[src/rtl/cyc_presc_pkg.sv]
package cyc_presc_pkg;

    // Source routed to the shared clock pin
    typedef enum logic {
        PIN_DIVOUT = 1'b0,
        PIN_SERCLK = 1'b1
    } pin_src_e;

    // Map a ratio code to a chain bit index; out-of-range codes fall back to bit 0
    function automatic int tap_index(input int code, input int stages);
        if (code >= 1 && code <= stages) begin
            return code - 1;
        end
        return 0;
    endfunction

endpackage

[src/rtl/cyc_presc_core.sv]
module cyc_presc_core #(
    parameter int PHASES = 6,
    parameter int STAGES = 12
) (
    input  logic              clk,
    input  logic              rst_n,
    output logic [STAGES-1:0] chain,
    output logic              cyc_end
);
    localparam int PH_W = (PHASES > 1) ? $clog2(PHASES) : 1;

    typedef struct packed {
        logic [PH_W-1:0]   phase;
        logic [STAGES-1:0] pre;
    } core_s;

    core_s core_d, core_q;

    always_comb begin
        core_d  = core_q;
        cyc_end = (int'(core_q.phase) == PHASES - 1);
        if (cyc_end) begin
            core_d.phase = '0;
            core_d.pre   = core_q.pre + 1'b1;
        end else begin
            core_d.phase = core_q.phase + 1'b1;
        end
    end

    always_ff @(posedge clk or negedge rst_n) begin
        if (!rst_n) begin
            core_q <= '0;
        end else begin
            core_q <= core_d;
        end
    end

    assign chain = core_q.pre;


    phase_range_chk: assert property (@(posedge clk) disable iff (!rst_n)
        int'(core_q.phase) < PHASES);


    chain_step_chk: assert property (@(posedge clk) disable iff (!rst_n)
        (core_q.pre != $past(core_q.pre)) |-> (int'($past(core_q.phase)) == PHASES - 1));

endmodule

[src/rtl/cyc_presc_tap.sv]
module cyc_presc_tap
    import cyc_presc_pkg::*;
#(
    parameter int STAGES = 12,
    parameter int CODE_W = 4
) (
    input  logic              clk,
    input  logic              rst_n,
    input  logic [STAGES-1:0] chain,
    input  logic [CODE_W-1:0] code,
    output logic              level,
    output logic              tick
);
    localparam int IDX_W = (STAGES > 1) ? $clog2(STAGES) : 1;

    typedef struct packed {
        logic prev;
    } tap_s;

    tap_s tap_d, tap_q;
    logic [IDX_W-1:0] idx;

    always_comb begin
        idx   = IDX_W'(tap_index(int'(code), STAGES));
        level = chain[idx];
        tick  = level & ~tap_q.prev;
        tap_d = tap_q;
        tap_d.prev = level;
    end

    always_ff @(posedge clk or negedge rst_n) begin
        if (!rst_n) begin
            tap_q <= '0;
        end else begin
            tap_q <= tap_d;
        end
    end


    tick_single_chk: assert property (@(posedge clk) disable iff (!rst_n)
        tick |=> (!tick || !$stable(code)));

endmodule

[src/rtl/cyc_presc_sync.sv]
module cyc_presc_sync #(
    parameter int SYNC = 2
) (
    input  logic clk,
    input  logic rst_n,
    input  logic async_in,
    output logic rise
);
    typedef struct packed {
        logic [SYNC:0] sh;
    } sync_s;

    sync_s sync_d, sync_q;

    always_comb begin
        sync_d    = sync_q;
        sync_d.sh = {sync_q.sh[SYNC-1:0], async_in};
        rise      = sync_q.sh[SYNC-1] & ~sync_q.sh[SYNC];
    end

    always_ff @(posedge clk or negedge rst_n) begin
        if (!rst_n) begin
            sync_q <= '0;
        end else begin
            sync_q <= sync_d;
        end
    end


    rise_single_chk: assert property (@(posedge clk) disable iff (!rst_n)
        rise |=> !rise);

endmodule

[src/rtl/cyc_presc_top.sv]
module cyc_presc_top
    import cyc_presc_pkg::*;
#(
    parameter int PHASES = 6,
    parameter int STAGES = 12,
    parameter int CODE_W = 4,
    parameter int SYNC   = 2
) (
    input  logic              clk,
    input  logic              rst_n,
    input  logic [CODE_W-1:0] t1_code,
    input  logic [CODE_W-1:0] t2_code,
    input  logic [CODE_W-1:0] sio_code,
    input  logic [CODE_W-1:0] adc_code,
    input  logic [CODE_W-1:0] cko_code,
    input  logic              ser_en,
    input  logic              adc_ext_sel,
    input  logic              adc_ext_clk,
    output logic              t1_tick,
    output logic              t2_tick,
    output logic              sio_tick,
    output logic              adc_tick,
    output logic              clk_pin
);
    localparam int USERS = 5;
    localparam int U_T1  = 0;
    localparam int U_T2  = 1;
    localparam int U_SIO = 2;
    localparam int U_ADC = 3;
    localparam int U_CKO = 4;

    logic [STAGES-1:0]             chain;
    logic                          cyc_end;
    logic [USERS-1:0][CODE_W-1:0]  codes;
    logic [USERS-1:0]              lvl;
    logic [USERS-1:0]              tck;
    logic                          ext_rise;
    pin_src_e                      pin_src;

    assign codes = {cko_code, adc_code, sio_code, t2_code, t1_code};

    cyc_presc_core #(
        .PHASES (PHASES),
        .STAGES (STAGES)
    ) u_core (
        .clk     (clk),
        .rst_n   (rst_n),
        .chain   (chain),
        .cyc_end (cyc_end)
    );

    for (genvar u = 0; u < USERS; u++) begin : g_tap
        cyc_presc_tap #(
            .STAGES (STAGES),
            .CODE_W (CODE_W)
        ) u_tap (
            .clk   (clk),
            .rst_n (rst_n),
            .chain (chain),
            .code  (codes[u]),
            .level (lvl[u]),
            .tick  (tck[u])
        );
    end

    cyc_presc_sync #(
        .SYNC (SYNC)
    ) u_sync (
        .clk      (clk),
        .rst_n    (rst_n),
        .async_in (adc_ext_clk),
        .rise     (ext_rise)
    );

    always_comb begin
        pin_src  = ser_en ? PIN_SERCLK : PIN_DIVOUT;
        t1_tick  = tck[U_T1];
        t2_tick  = tck[U_T2];
        sio_tick = tck[U_SIO];
        adc_tick = adc_ext_sel ? ext_rise : tck[U_ADC];
        clk_pin  = (pin_src == PIN_SERCLK) ? lvl[U_SIO] : lvl[U_CKO];
    end


    t1_boundary_chk: assert property (@(posedge clk) disable iff (!rst_n)
        (t1_tick && $stable(t1_code)) |-> $past(cyc_end));


    pin_hold_chk: assert property (@(posedge clk) disable iff (!rst_n)
        (!$past(cyc_end) && $stable(ser_en) && $stable(sio_code) && $stable(cko_code))
            |-> $stable(clk_pin));

endmodule

[config.mk]
export PLATFORM = sky130hd
export DESIGN_NAME = cyc_presc_top
export DESIGN_NICKNAME = d
export VERILOG_FILES = /design/src/rtl/cyc_presc_pkg.sv /design/src/rtl/cyc_presc_core.sv /design/src/rtl/cyc_presc_tap.sv /design/src/rtl/cyc_presc_sync.sv /design/src/rtl/cyc_presc_top.sv
export SDC_FILE = /design/constraint.sdc
export NUM_CORES = 1
export LEC_CHECK = 0
export BUFFER_PORTS_ARGS = -buffer_cell sky130_fd_sc_hd__buf_2
export CELL_PAD_IN_SITES_DETAIL_PLACEMENT = 2
export CELL_PAD_IN_SITES_GLOBAL_PLACEMENT = 2
export CORE_MARGIN = 4
export CORE_UTILIZATION = 24
export DETAILED_ROUTE_END_ITERATION = 10
export GPL_TIMING_DRIVEN = 1
export PLACE_DENSITY = 0.7
export SLEW_MARGIN = 25
export SYNTH_ARGS = -nofsm -noshare
export SYNTH_HDL_FRONTEND = slang
export SYNTH_SLANG_ARGS = --single-unit
[constraint.sdc]
create_clock -name clk -period 4.5 [get_ports clk]
set_clock_uncertainty 0.15 [all_clocks]
set_input_delay 0.9 -clock clk [delete_from_list [all_inputs] [get_ports clk]]
set_output_delay 0.9 -clock clk [all_outputs]
set_load 0.02 [all_outputs]
==> summary.md <==
| Metric | Value |
|---|---|
| Antenna-violating nets left | `0` |
| CP delay by family, top | `compound AO/OA/AOI/OAI gates` |
| Cells after Synth | `268` |
| N_diodes | `0` |
| Crit path capture type | `primary output` |
| Drt drc | `0` |
| Critical-path top delay cell | `o32a_1` |
| Port Buffers | `29` |
| Die width | `around 100 µm` |
| IO Pins | `30` |
| Layout Nets | `between 300 and 400` |
| All-layer global routing usage | `between 10% and 20%` |
| Worst hold path type | `flop to flop` |
| Antenna violations before repair | `0` |
| WP data arrival | `around 3 ns` |
| Met1 wire length | `roughly 3.0 mm` |
| # setup viols final | `0` |
| Post-Synth XOR/XNOR Area | `between 5 and 6%` |
| Final std cells w/o fill | `393` |
| CTS tree | `built` |
| Post-Place Cells | `between 300 and 400` |
| DR vias | `2,110` |
| Fin crit period | `about 4.1 ns` |
| DIE AREA | `about 0.011 mm²` |
| Int Power | `~0.4 mW` |
| Clk pwr share | `~34%` |
| Dpl ws | `0.336 ns` |
| Max-slew headroom at the worst pin | `a little under two thirds` |
| Multiplexer share of the synthesized area | `between 9 and 10%` |
| Static Leak | `roughly 1.1 nW` |
| Post-synthesis register bit count | `22` |
| Initial drt markers | `about 140` |
| Crit-path max FO | `9` |
| Cell Area, Placed | `between 0.002 and 0.0025 mm²` |
| Placed wire-length estimate | `slightly above 5 mm` |
| Final period util | `91.8%` |
| Bufs on Longest Clock Path | `2` |
| Final hold vios | `0` |
| RD Place Congestion | `approximately 0.73` |
| Ys async rst share | `between 90% and 100%` |
| Synthesized area | `approximately 0.0022 mm²` |
| Metal3 WL | `177 µm` |
| Comb power frac | `29.7%` |
| Yosys cell types | `64` |
| DR vias/cell | `approximately 5.4` |
| Post-synthesis sequential area ratio | `between 20% and 30%` |
| Warnings from Yosys | `0` |
| Outcome | `finished clean` |
| Synth Area in Simple Gates | `around a quarter` |
| Net Sw Frac | `30.5%` |
| Core area | `slightly below 0.009 mm²` |
| Sinks on Clock Net | `22` |
| Crit path cell chain | `buf_2, inv_1, ha_1, nand2b_1, o32ai_1, nor2_1, o32a_1, o41ai_2, mux2_2, buf_2` |
| Max Cap Viol | `0` |
| Synth Flop Type | `dfrtp_1` |
| Hold Buf Count CTS | `0` |
| Adder-Cell Fraction of Synth Area | `about 6.2%` |
| Final Max Slew Viols | `0` |
| Flop pwr share | `roughly 36%` |
| 1st-pass router iterations | `4` |
| Worst slew pin tran | `roughly 0.54 ns` |
| Unrepaired setup endpoints after global routing | `no` |
| Number of synthesized flops with an enable pin | `0` |
| Routed len/inst | `about 17 µm` |
| Fmax | `between 200 and 250 MHz` |
| CP startpoint kind | `input pin` |
| CTS buffer count | `3` |
| Clk root buf | `clkbuf_8` |
| Worst endpoint required time | `~3.5 ns` |
| Final WS setup | `0.368 ns` |
| H-tree levels | `1` |
| Hold Slack | `0.206 ns` |
| Starting Density | `between 20% and 30%` |
| Power, Total | `~0.57 mW` |
| Total global routing overflow | `0` |
| Synthesized area per cell | `8.29 µm²` |
| Synthesis-to-layout area growth | `12.7%` |
| First-pass GRT wire length | `about 11 mm` |
| Number of global-route vias before repair | `2,285` |
| P per Cell Area | `228 mW/mm²` |
| CTS resizes | `0` |
| Fin util | `28.3%` |
| Crit path kind | `input pin to primary output` |
| Metal2 WL | `roughly 3.3 mm` |
| Critical Path Most Common Cell | `buf_2` |
| Syn_nets | `304` |
| Row cnt | `34` |
| Fillers | `~1,000` |
| Total Routed Length | `roughly 6.5 mm` |
| Clock transition at the registers of the reported paths | `around 0.09 ns` |
| Maximum vdd drop | `approximately 120 µV` |
| Finished layout cell area | `~0.0025 mm²` |
| Largest family of logic cells by synthesized area | `compound AO/OA/AOI/OAI gates` |
| Uppermost layer routed | `met4` |
| Compound-cell area share of the yosys netlist | `24.6%` |
| Setup TNS Final | `0 ns` |
| Max stage delay on crit path | `between 0.3 and 0.4 ns` |
| Largest net degree at the start of global routing | `23` |
| Die H | `between 100 and 150 µm` |
| Buf/Inv on CP | `3` |
| Worst-Skew Late Latency | `0.27 ns` |
| Layout cells sized above 1 | `between 10% and 20%` |
| Sw power | `0.174 mW` |
| Post-CTS setup buffer count | `0` |
[power groups by stage]
stage | clock network [mW] | logic (mW) | registers (mW)
after CTS | 0.198 | 0.173 | 0.208
after floorplan | 0 | 0.120 | 0.211
after global routing | 0.205 | 0.191 | 0.208
after detailed placement | 0 | 0.172 | 0.211
after global placement | 0 | 0.166 | 0.211
final | 0.193 | 0.170 | 0.207
[layer usage]
metal | track usage [%] | vias up
li1 | - | 1018
met1 | 15.2 | 1055
met2 | 22.0 | 31
met3 | 2.55 | 6
met4 | 2.18 | 0
met5 | 0 | -
[kinds of logic (layout without fill, tap and decap cells)]
| family | Yosys count | after routing |
|---|---|---|
| buffers and inverters | 37 | 54 |
| adder cells (fa/ha/maj) | 11 | 11 |
| flip-flops | 22 | 22 |
| XOR/XNOR | 13 | 13 |
| AO/OA/AOI/OAI | 76 | 76 |
| multiplexers | 18 | 18 |
| AND/OR/NAND/NOR | 91 | 91 |
[worst paths after layout]
| kind | endpoint | cells past startpoint | from | slack [ns] |
|---|---|---|---|---|
| worst max-delay path | clk_pin | 10 | sio_code[0] | 0.37 |
| worst max register to register | u_core.chain[9]$_DFFE_PN0P_ | 6 | u_core.core_q[13]$_DFF_PN0_ | 2.56 |
| worst min register to register | u_sync.sync_q[1]$_DFF_PN0_ | 0 | u_sync.sync_q[0]$_DFF_PN0_ | 0.21 |
| worst min-delay path | u_sync.sync_q[1]$_DFF_PN0_ | 0 | u_sync.sync_q[0]$_DFF_PN0_ | 0.21 |
| min in group asynchronous | u_core.chain[3]$_DFFE_PN0P_ | 1 | rst_n | 0.45 |
| max in group asynchronous | u_core.chain[2]$_DFFE_PN0P_ | 1 | rst_n | 3.39 |
[cell usage after synthesis (3+ instances only)]
master | n | share of area (%)
a21o_1 | 4 | 1.4
o41ai_1 | 3 | 1.2
and3_1 | 3 | 0.85
buf_2 | 5 | 1.1
nor2_1 | 14 | 2.4
nor2b_1 | 6 | 1.7
clkbuf_1 | 10 | 1.7
nand2_1 | 21 | 3.5
ha_1 | 11 | 6.2
xnor2_1 | 11 | 4.3
inv_1 | 21 | 3.5
o221ai_1 | 5 | 2.0
dfrtp_1 | 22 | 25
mux2_2 | 9 | 4.6
nor4_1 | 3 | 0.85
nor3_1 | 5 | 1.1
o22ai_1 | 3 | 0.85
and2_1 | 3 | 0.85
mux2i_1 | 8 | 3.6
nand3_1 | 9 | 2.0
or3_1 | 3 | 0.85
nand2b_1 | 9 | 2.5
a21oi_1 | 15 | 3.4
o21ai_0 | 15 | 3.4
[final cells by class]
class | count | area [µm²] | share of cell area (%)
tap | 108 | 135 | 5.40
sequential | 22 | 551 | 22.0
multi-input combinational | 209 | 1520 | 60.8
inverter | 21 | 78.8 | 3.15
clock buffer | 3 | 41.3 | 1.65
clock inverter | 1 | 30.0 | 1.20
timing repair buffer | 29 | 145 | 5.80
[sequential cells by signal, indices dropped and copies added (netlist names)]
register           flops
u_core.chain          12
g_tap.u_tap.tap_q      4
u_core.core_q          3
u_sync.sync_q          3
[cells in the final DEF, fill, tap and decap left out, types with 4 or more instances in the layout]
| cell | instances |
|---|---|
| mux2_2 | 9 |
| ha_1 | 11 |
| nor3_1 | 5 |
| buf_2 | 29 |
| a21oi_1 | 15 |
| dfrtp_1 | 22 |
| nand3_1 | 9 |
| o21ai_0 | 15 |
| nor2b_1 | 6 |
| nand2_1 | 21 |
| nor2_1 | 14 |
| xnor2_1 | 11 |
| mux2i_1 | 8 |
| inv_1 | 21 |
| nand2b_1 | 9 |
| o221ai_1 | 5 |
| a21o_1 | 4 |
No activity file was read; power rests on OpenSTA's default activity.
